File: config.mk
export PLATFORM = sky130hd
export DESIGN_NAME = sync_cmd_rx
export DESIGN_NICKNAME = d
export VERILOG_FILES = /design/src/rtl/sync_cmd_pkg.sv /design/src/rtl/sync_word_detect.sv /design/src/rtl/sync_delay_timer.sv /design/src/rtl/bunch_divider.sv /design/src/rtl/sync_cmd_rx.sv
export SDC_FILE = /design/constraint.sdc
export NUM_CORES = 1
export LEC_CHECK = 0
export ABC_AREA = 1
export CORE_ASPECT_RATIO = 0.7
export CORE_MARGIN = 2
export CORE_UTILIZATION = 43
export DETAILED_ROUTE_END_ITERATION = 16
export GPL_TIMING_DRIVEN = 0
export PLACE_DENSITY = 0.69
export SLEW_MARGIN = 20
export SYNTH_ARGS = -nofsm -noshare
export SYNTH_HDL_FRONTEND = slang
export SYNTH_SLANG_ARGS = --single-unit
File: constraint.sdc
create_clock -name clk -period 3 [get_ports clk]
set_clock_uncertainty 0.05 [all_clocks]
set_input_delay 0.6 -clock clk [delete_from_list [all_inputs] [get_ports clk]]
set_output_delay 0.6 -clock clk [all_outputs]
set_load 0.01 [all_outputs]
File: src/rtl/sync_cmd_pkg.sv
package sync_cmd_pkg;
  localparam int KIND_W    = 2;
  localparam int WAIT_W    = 6;
  localparam int NUM_KINDS = 1 << KIND_W;
  localparam int BYTE_W    = 8;
  localparam logic [KIND_W-1:0] KIND_TRAIN = '0;

  typedef struct packed {
    logic [KIND_W-1:0] kind;
    logic [WAIT_W-1:0] wait_cnt;
  } sync_cmd_t;
endpackage

File: src/rtl/sync_word_detect.sv
module sync_word_detect
  import sync_cmd_pkg::*;
#(
  parameter logic [BYTE_W-1:0] SYNC_K = 8'h5C
) (
  input  logic              clk,
  input  logic              rst_n,
  input  logic              take,
  input  logic [BYTE_W-1:0] data,
  input  logic              is_k,
  output logic              cmd_vld,
  output sync_cmd_t         cmd
);
  logic armed;

  always_ff @(posedge clk or negedge rst_n) begin
    if (!rst_n) begin
      armed   <= 1'b0;
      cmd_vld <= 1'b0;
      cmd     <= '0;
    end else begin
      cmd_vld <= 1'b0;
      if (take) begin
        if (is_k && data == SYNC_K) begin
          armed <= 1'b1;
        end else if (armed) begin
          armed <= 1'b0;
          if (!is_k) begin
            cmd_vld <= 1'b1;
            cmd     <= sync_cmd_t'(data);
          end
        end
      end
    end
  end
endmodule

File: src/rtl/sync_delay_timer.sv
module sync_delay_timer
  import sync_cmd_pkg::*;
(
  input  logic                 clk,
  input  logic                 rst_n,
  input  logic                 cmd_vld,
  input  sync_cmd_t            cmd,
  output logic [NUM_KINDS-1:0] pulse,
  output logic                 err,
  output logic                 train_now
);
  logic              busy;
  logic [WAIT_W-1:0] remain;
  logic [KIND_W-1:0] kind_q;
  logic              fire_late;
  logic              fire_zero;
  logic [KIND_W-1:0] fire_kind;
  logic              fire_any;

  always_comb begin
    fire_late = busy && remain == WAIT_W'(1);
    fire_zero = cmd_vld && !busy && cmd.wait_cnt == '0;
    fire_any  = fire_late || fire_zero;
    fire_kind = fire_late ? kind_q : cmd.kind;
    train_now = fire_any && fire_kind == KIND_TRAIN;
  end

  always_ff @(posedge clk or negedge rst_n) begin
    if (!rst_n) begin
      busy   <= 1'b0;
      remain <= '0;
      kind_q <= '0;
      err    <= 1'b0;
    end else begin
      err <= cmd_vld && busy;
      if (busy) begin
        remain <= remain - WAIT_W'(1);
        if (fire_late) busy <= 1'b0;
      end else if (cmd_vld && cmd.wait_cnt != '0) begin
        busy   <= 1'b1;
        remain <= cmd.wait_cnt;
        kind_q <= cmd.kind;
      end
    end
  end

  for (genvar g = 0; g < NUM_KINDS; g++) begin : g_line
    always_ff @(posedge clk or negedge rst_n) begin
      if (!rst_n) pulse[g] <= 1'b0;
      else        pulse[g] <= fire_any && fire_kind == KIND_W'(g);
    end
  end
endmodule

File: src/rtl/bunch_divider.sv
module bunch_divider #(
  parameter int CNT_W = 8
) (
  input  logic             clk,
  input  logic             rst_n,
  input  logic [CNT_W-1:0] div_n,
  input  logic             realign,
  output logic             slow_clk
);
  localparam logic [CNT_W-1:0] MIN_N = CNT_W'(2);
  logic [CNT_W-1:0] count;
  logic [CNT_W-1:0] eff_n;

  always_comb begin
    eff_n    = (div_n < MIN_N) ? MIN_N : div_n;
    slow_clk = count < (eff_n >> 1);
  end

  always_ff @(posedge clk or negedge rst_n) begin
    if (!rst_n)                            count <= '0;
    else if (realign)                      count <= '0;
    else if (count >= eff_n - CNT_W'(1))   count <= '0;
    else                                   count <= count + CNT_W'(1);
  end
endmodule

File: src/rtl/sync_cmd_rx.sv
module sync_cmd_rx
  import sync_cmd_pkg::*;
#(
  parameter int                CNT_W  = 8,
  parameter logic [BYTE_W-1:0] SYNC_K = 8'h5C
) (
  input  logic                 clk,
  input  logic                 rst_n,
  input  logic                 in_valid,
  output logic                 in_ready,
  input  logic [BYTE_W-1:0]    in_data,
  input  logic                 in_is_k,
  input  logic [CNT_W-1:0]     div_n,
  output logic [NUM_KINDS-1:0] cmd_pulse,
  output logic                 cmd_err,
  output logic                 bunch_clk
);
  logic      ready_q;
  logic      dec_vld;
  sync_cmd_t dec_cmd;
  logic      train_now;

  always_ff @(posedge clk or negedge rst_n) begin
    if (!rst_n) ready_q <= 1'b0;
    else        ready_q <= 1'b1;
  end
  assign in_ready = ready_q;

  sync_word_detect #(.SYNC_K(SYNC_K)) u_detect (
    .clk(clk), .rst_n(rst_n), .take(in_valid && ready_q),
    .data(in_data), .is_k(in_is_k), .cmd_vld(dec_vld), .cmd(dec_cmd)
  );

  sync_delay_timer u_timer (
    .clk(clk), .rst_n(rst_n), .cmd_vld(dec_vld), .cmd(dec_cmd),
    .pulse(cmd_pulse), .err(cmd_err), .train_now(train_now)
  );

  bunch_divider #(.CNT_W(CNT_W)) u_div (
    .clk(clk), .rst_n(rst_n), .div_n(div_n),
    .realign(train_now), .slow_clk(bunch_clk)
  );
endmodule

==> insert_results.sql, run 1 <==
INSERT INTO impl_metrics (metric_group, metric, value, unit) VALUES
('critical_path', 'critPathMostFrequentCell', 'nand2_1', ''),
('grt', 'antenna_found_initial', '0', ''),
('placed_design', 'gpl.final_weighted_congestion', '0.879', ''),
('yosys', 'synth_top_cells_by_count', 'nand2_1, inv_1, dfrtp_1', ''),
('die', 'fp.dieW', '85.1', 'um'),
('placed_design', 'hpwlAfterDp', '3050', 'um'),
('drt', 'drt_iter0_markers', '162', ''),
('sta', 'post-route-period-util', '94.6', '%'),
('yosys', 'syn_area_per_cell', '8.32', 'um^2'),
('placed_design', 'placement.io_buffers', '26', ''),
('die', 'chipHeight', '60.8', 'um'),
('yosys', 'synth_sequential_area_ratio', '41.7', '%'),
('sta', 'final-hold-violation-count', '0', ''),
('critical_path', 'critPathSlowestCell', 'dlygate4sd2_1', ''),
('yosys', 'yosys_register_bits', '33', ''),
('yosys', 'synth.distinct_cells', '29', ''),
('grt', 'number_of_global_route_vias_before_repair', '1475', ''),
('cts', 'clock_insertion_delay_worst_skew', '0.29', 'ns'),
('sta', 'fmax', '352', 'MHz'),
('critical_path', 'worstSetupEndpointType', 'primary output', ''),
('grt', 'gr-total-overflow', '0', ''),
('finish', 'layout.filler_cells', '384', ''),
('die', 'initial_utilization', '45.2', '%'),
('grt', 'global_route_wire_length_before_repair', '6860', 'um'),
('yosys', 'ys_top_cells_by_area', 'dfrtp_1, ha_1, nand2_1', ''),
('yosys', 'synth_top_cell_by_area', 'dfrtp_1', ''),
('cts', 'cts_hold_buf', '0', ''),
('pwr', 'ir_drop', '0.408', 'mV'),
('drt', 'drtPass1Iterations', '4', ''),
('sta', 'shortest_period_the_worst_path_allows', '2.84', 'ns'),
('yosys', 'yosys.cell_count.top_type', 'nand2_1', ''),
('yosys', 'syn-instance-count', '238', ''),
('grt', 'grt_util_all_layers', '17.8', '%'),
('placed_design', 'dp_worst_setup_slack', '-0.574', 'ns'),
('critical_path', 'timing.rr.end', 'u_div.count[0]', ''),
('critical_path', 'worst_path_largest_cell_delay', '0.28', 'ns'),
('critical_path', 'setup.reg_to_reg.worst_slack', '1.14', 'ns'),
('finish', 'n_antenna_cell', '0', ''),
('die', 'design.portCount', '27', ''),
('drt', 'detailroute.via_count', '1629', ''),
('drt', 'antenna_left', '0', ''),
('critical_path', 'timing.critical_path.from', 'div_n[5]', ''),
('sta', 'maxSlewViolCount', '0', ''),
('die', 'die_outline_area', '0.00517', 'mm^2'),
('cts', 'cts.reportedPaths.clkPinSlew', '0.06', 'ns'),
('yosys', 'synth_top_cell_area_share', '41.7', '%'),
('drt', 'wl_per_cell', '12.4', 'um'),
('critical_path', 'timing.critical_path.fanout_max', '4', ''),
('cts', 'tritoncts.num_buffers', '5', ''),
('finish', 'fin_util', '58.1', '%'),
('run_status', 'status', 'completed', ''),
('critical_path', 'timing_worst_setup_path_type', 'in2out', ''),
('worst_hold_path', 'timing.hold.worst.class', 'in2async', ''),
('yosys', 'ys_dominant_reg_cell', 'dfrtp_1', ''),
('sta', 'grt_setup_unrepaired', 'no', ''),
('critical_path', 'worst-endpoint-arrival', '2.19', 'ns'),
('die', 'std_cell_rows', '20', ''),
('yosys', 'synthesis.area', '0.00198', 'mm^2'),
('critical_path', 'start_kind', 'input pin', ''),
('yosys', 'synth.net_count', '276', ''),
('yosys', 'synthArstFlopShare', '100', '%'),
('job', 'drv_cap', '0', ''),
('finish', 'final_net_count', '316', ''),
('grt', 'grt_start_max_net_pins', '33', ''),
('drt', 'detail_route.wirelength', '4150', 'um'),
('critical_path', 'cells_traversed_along_the_worst_timing_path', 'dlygate4sd2_1 > nor2_2 > nand2_1 > o21bai_1 > buf_4 > buf_4 > nand2_1 > nand2_1 > nand2_1 > nand2_1 > nand2_1 > a21oi_1 > dlygate4sd2_1', ''),
('yosys', 'synth_edf_count', '0', ''),
('cts', 'clockBufferDepth', '2', ''),
('sta', 'finalSetupViolations', '0', ''),
('finish', 'areaGrowthSynthToFinish', '28.4', '%'),
('pwr', 'cell_area_power_density', '558', 'mW/mm^2');
-- worst max-delay path by stage --
stage,depth (start not counted),to
floorplan,14,u_div.count[1]
global placement,15,u_div.count[0]
detailed placement,15,u_div.count[0]
CTS,15,u_div.count[2]
global route,15,u_div.count[0]
finish,13,bunch_clk
-- report_power, final --
group | switching [W] | internal (W) | total (W)
Clock | 0.000164 | 0.000161 | 0.000324
Combinational | 0.000266 | 0.000223 | 0.000490
Sequential | 0.0000888 | 0.000516 | 0.000605
-- per-stage QoR --
step | setup TNS (ns) | instance area [um^2] | power [W] | std cells | hold WS [ns]
2_1_floorplan | 0 | 1980 | 0.000916 | 238 | 0.254
3_3_place_gp | -4.45 | 2310 | 0.00104 | 319 | 0.420
3_5_place_dp | -4.52 | 2320 | 0.00106 | 320 | 0.351
4_1_cts | 0 | 2470 | 0.00140 | 333 | 0.0416
5_1_grt | 0 | 2540 | 0.00153 | 334 | 0.0397
6_report | 0 | 2540 | 0.00142 | 334 | 0.0495
-- sequential cells by signal, indices dropped and copies added, names as in the netlist --
register / flops
u_timer.busy: 1
u_detect.cmd_vld: 1
u_timer.remain: 6
in_ready: 1
u_timer.pulse: 4
u_timer.err: 1
u_timer.kind_q: 2
u_detect.armed: 1
u_div.count: 8
u_detect.cmd: 8
-- placed cells by master, fill, tap and decap left out, types with 3 or more instances in the layout --
cell | Yosys | final
clkdlybuf4s50_1 | 0 | 17
o21ai_0 | 13 | 13
dfrtp_1 | 33 | 33
nor2_2 | 0 | 5
xor2_1 | 9 | 9
inv_1 | 41 | 40
dlymetal6s2s_1 | 0 | 4
buf_4 | 0 | 6
nor3_2 | 0 | 7
nor2_1 | 19 | 14
a21oi_1 | 6 | 6
nand2_1 | 50 | 49
nand4_1 | 6 | 6
nand3_1 | 9 | 7
ha_1 | 18 | 17
o221ai_1 | 4 | 4
nor3_1 | 11 | 4
xnor2_1 | 3 | 3
dlygate4sd2_1 | 0 | 3
clkbuf_8 | 0 | 5
-- logic make-up after synthesis --
kind of cell	Yosys count	synth area share (%)
XOR/XNOR	12	5.31
AO/OA/AOI/OAI	29	9.16
AND/OR/NAND/NOR	102	24.1
other	1	0.189
adder cells (fa/ha/maj)	18	11.4
flip-flops	33	41.7
buffers and inverters	43	8.21
-- cell type report --
| cell class | count | area [um^2] | area share, % |
|---|---|---|---|
| clock inverters | 2 | 10.0 | 0.394 |
| multi-input cells | 162 | 1080 | 42.4 |
| inverters | 42 | 158 | 6.20 |
| plain buffers | 1 | 5.00 | 0.197 |
| flip-flops and latches | 33 | 826 | 32.5 |
| clock buffers | 6 | 72.6 | 2.85 |
| repair buffers | 33 | 327 | 12.8 |
| well taps | 55 | 68.8 | 2.71 |
-- critical path, delay by kind of cell --
| kind | cells | cell delay [ns] |
|---|---|---|
| AOI/OAI and AO/OA | 2 | 0.31 |
| buffers and inverters | 4 | 0.78 |
| and+or+nand+nor | 7 | 0.50 |
-- metal layers --
layer / part of all wire [%] / up-vias / track usage, %
li1: - / 848 / -
met1: 53 / 729 / 27.6
met2: 39 / 43 / 23.4
met3: 6.0 / 9 / 4.63
met4: 1.5 / 0 / 6.80
met5: 0 / - / 0
-- what timing repair did --
action	CTS	global route
resized for setup	11	18
setup endpoints to repair	9	9
pin swaps	7	11
cloned	0	0
buffers inserted	5	1
No activity file was read; power rests on OpenSTA's default activity.
==> inputs of run 2 (changes only) <==
Settings changed: ABC_AREA 1 to default.
==> run 2 against run 1 <==
Net effect:
- register-to-register slack worse by 0.39 ns
- cell count fell by 10%
- global-route usage grew 0.42 points
- critical path type is now in2reg
- largest cell class unchanged
==> insert_results.sql, run 2 <==
INSERT INTO impl_metrics (metric_group, metric, value, unit) VALUES
('sta', 'post-route-period-util', '98.4', '%'),
('die', 'design.portCount', '27', ''),
('placed_design', 'gpl.final_weighted_congestion', '0.905', ''),
('yosys', 'ys_dominant_reg_cell', 'dfrtp_1', ''),
('grt', 'global_route_wire_length_before_repair', '7180', 'um'),
('drt', 'antenna_left', '0', ''),
('drt', 'drt-vias-per-instance', '5.44', ''),
('sta', 'setup_total_negative_slack', '0', 'ns'),
('finish', 'layout.cells.non_filler', '300', ''),
('yosys', 'synth_edf_count', '0', ''),
('drt', 'drtPass1Iterations', '4', ''),
('placed_design', 'placement.io_buffers', '26', ''),
('yosys', 'yosys.cell_count.top_type', 'nand2_1', ''),
('job', 'drv_cap', '0', ''),
('cts', 'tritoncts.num_buffers', '5', ''),
('sta', 'timing.max_slew.rel_slack', '24.6', '%'),
('grt', 'grt_util_all_layers', '18.2', '%'),
('yosys', 'yosys_register_bits', '33', ''),
('yosys', 'synth_top_cells_by_count', 'nand2_1, dfrtp_1, ha_1', ''),
('pwr', 'leakagePower', '1.22', 'nW'),
('cts', 'clockBufferDepth', '2', ''),
('critical_path', 'start_kind', 'input pin', ''),
('critical_path', 'rr_worst_depth', '6', ''),
('sta', 'finalSetupViolations', '0', ''),
('yosys', 'synthesis.area', '0.00197', 'mm^2'),
('placed_design', 'placedCellCount', '283', ''),
('cts', 'htree_levels', '2', ''),
('drt', 'wl_per_cell', '15.1', 'um'),
('yosys', 'ys_top_cells_by_area', 'dfrtp_1, ha_1, nand2_1', ''),
('grt', 'grt_start_max_net_pins', '30', ''),
('critical_path', 'setup.reg_to_reg.worst_slack', '0.75', 'ns'),
('critical_path', 'reg2reg_from', 'u_timer.remain[1]', ''),
('finish', 'final_layout_size_suffix_gt1_share', '18.4', '%'),
('critical_path', 'crit_required', '3.09', 'ns'),
('finish', 'ff_latch_area', '826', 'um^2'),
('grt', 'gr-total-overflow', '0', ''),
('cts', 'ctsRootBufferMaster', 'clkbuf_8', ''),
('die', 'die_outline_area', '0.00515', 'mm^2'),
('pwr', 'cell_area_power_density', '521', 'mW/mm^2'),
('cts', 'tritoncts', 'built', ''),
('pwr', 'totalPowerFinal', '0.00134', 'W'),
('sta', 'maxSlewViolCount', '0', ''),
('drt', 'drt_iter0_markers', '97', ''),
('yosys', 'synth_top_cell_area_share', '41.9', '%'),
('sta', 'final-hold-violation-count', '0', ''),
('finish', 'final_net_count', '282', ''),
('yosys', 'syn_area_per_cell', '9.80', 'um^2'),
('pwr', 'ir_drop', '0.325', 'mV'),
('critical_path', 'timing_worst_setup_path_type', 'in2reg', ''),
('yosys', 'synth_sequential_area_ratio', '41.9', '%'),
('yosys', 'synthesis.yosys.warnings', '0', ''),
('drt', 'route.detailed.drc', '0', ''),
('yosys', 'synth.distinct_cells', '46', ''),
('sta', 'fmax', '339', 'MHz'),
('finish', 'biggestRegsByFlops', 'u_detect.cmd (8), u_div.count (8), u_timer.remain (6)', ''),
('finish', 'areaGrowthSynthToFinish', '30.6', '%'),
('finish', 'highest_count_cells_in_the_layout_ignoring_fill_and_taps', 'nand2_1, dfrtp_1, clkdlybuf4s50_1', ''),
('drt', 'detailroute.via_count', '1632', ''),
('critical_path', 'timing.critical_path.fanout_max', '8', ''),
('die', 'fp.coreArea', '0.00438', 'mm^2'),
('yosys', 'synth.net_count', '239', ''),
('finish', 'multiInputGateArea', '0.00122', 'mm^2'),
('cts', 'clkSinkCount', '33', ''),
('yosys', 'synth_top_cell_by_area', 'dfrtp_1', ''),
('sta', 'tightest_slew', '1.12', 'ns'),
('critical_path', 'timing.critical_path.from', 'div_n[1]', ''),
('die', 'chipHeight', '60.6', 'um'),
('grt', 'number_of_global_route_vias_before_repair', '1444', ''),
('cts', 'clock_insertion_delay_worst_skew', '0.30', 'ns'),
('cts', 'cts.reportedPaths.clkPinSlew', '0.07', 'ns'),
('grt', 'antenna_found_initial', '0', ''),
('worst_hold_path', 'timing.hold.worst.class', 'in2async', ''),
('drt', 'detail_route.wirelength', '4540', 'um'),
('critical_path', 'worstSetupEndpointType', 'flip-flop', ''),
('finish', 'layout.cells.most_common', 'nand2_1', ''),
('finish', 'layout.filler_cells', '360', ''),
('critical_path', 'worst-endpoint-arrival', '3.04', 'ns'),
('yosys', 'synthArstFlopShare', '100', '%'),
('run_status', 'status', 'completed', ''),
('placed_design', 'hpwlAfterDp', '3110', 'um'),
('finish', 'n_antenna_cell', '0', ''),
('yosys', 'syn-instance-count', '201', ''),
('sta', 'shortest_period_the_worst_path_allows', '2.95', 'ns'),
('die', 'std_cell_rows', '20', ''),
('critical_path', 'timing.rr.end', 'u_div.count[1]', ''),
('die', 'fp.dieW', '84.9', 'um'),
('die', 'initial_utilization', '45.0', '%');
-- run 2: changes by cell type in the layout (fill, tap and decap cells not counted), sizes merged, moves of 6 or more --
cell,before,now
inv,42,11
nor2,21,5
nand2,51,38
o21ai,15,4
a21oi,6,12
-- run 2: layer usage --
layer	GRT usage [%]	vias to the layer above	routed length, um
met4	6.35	0	78
met2	24.2	42	1860
li1	-	814	-
met5	0	-	0
met3	4.90	9	249
met1	28.3	767	2350
-- run 2: stage by stage --
stage	setup slack, ns	util, %	cell area [um^2]	hold slack (ns)
after floorplan	0.0973	-	1970	0.254
after global placement	-0.934	52.6	2300	0.432
after detailed placement	-0.952	52.9	2320	0.391
after CTS	0.00561	57.0	2500	0.0777
after global routing	-0.0451	58.7	2570	0.0598
final	0.0467	58.7	2570	0.0670
-- run 2: cell families (layout without fill, tap and decap cells) --
family | count (synthesis) | after routing | share of synthesized area, %
AND/OR/NAND/NOR | 87 | 87 | 23.8
adder cells (fa/ha/maj) | 18 | 18 | 11.4
flip-flops | 33 | 33 | 41.9
other | 1 | 1 | 0.190
buffers and inverters | 13 | 57 | 2.54
AO/OA/AOI/OAI | 34 | 34 | 12.7
XOR/XNOR | 12 | 12 | 5.34
multiplexers | 3 | 3 | 2.03
-- run 2: worst max-delay path by stage --
stage	endpoint	cells past startpoint
after floorplan	u_div.count[5]	12
after global placement	u_div.count[7]	13
after detailed placement	u_div.count[6]	13
after CTS	u_div.count[0]	14
after global routing	u_div.count[6]	12
final	u_div.count[4]	12
-- run 2: cell type report --
cell class,count,area share (%)
buffer,1,0.195
clock buffer,6,2.82
clock inverter,2,0.389
inverter,12,1.75
multi-input combinational,155,47.4
sequential,33,32.1
tap,55,2.68
timing repair buffer,36,12.7
-- run 2: timing repair --
item,in CTS,in global routing
pin swaps,4,7
buffers inserted,7,2
gates resized for setup,19,18
hold buffers,0,0
endpoints found under the setup margin,9,9
endpoints found under the hold margin,0,0
-- run 2: where the power goes --
group	internal, W	switching [W]	total, W
clock	0.000161	0.000170	0.000331
sequential	0.000494	0.0000880	0.000581
combinational	0.000223	0.000203	0.000427
-- run 2: worst max-delay path, cell delays in order --
cell	delay, ns
clkdlybuf4s50_1	0.56
a21oi_1	0.33
ha_4	0.20
nand2_2	0.07
nor3_4	0.20
xnor2_1	0.10
ha_1	0.30
and4_1	0.22
o21ai_1	0.09
a21oi_2	0.12
buf_6	0.18
nor3_1	0.07
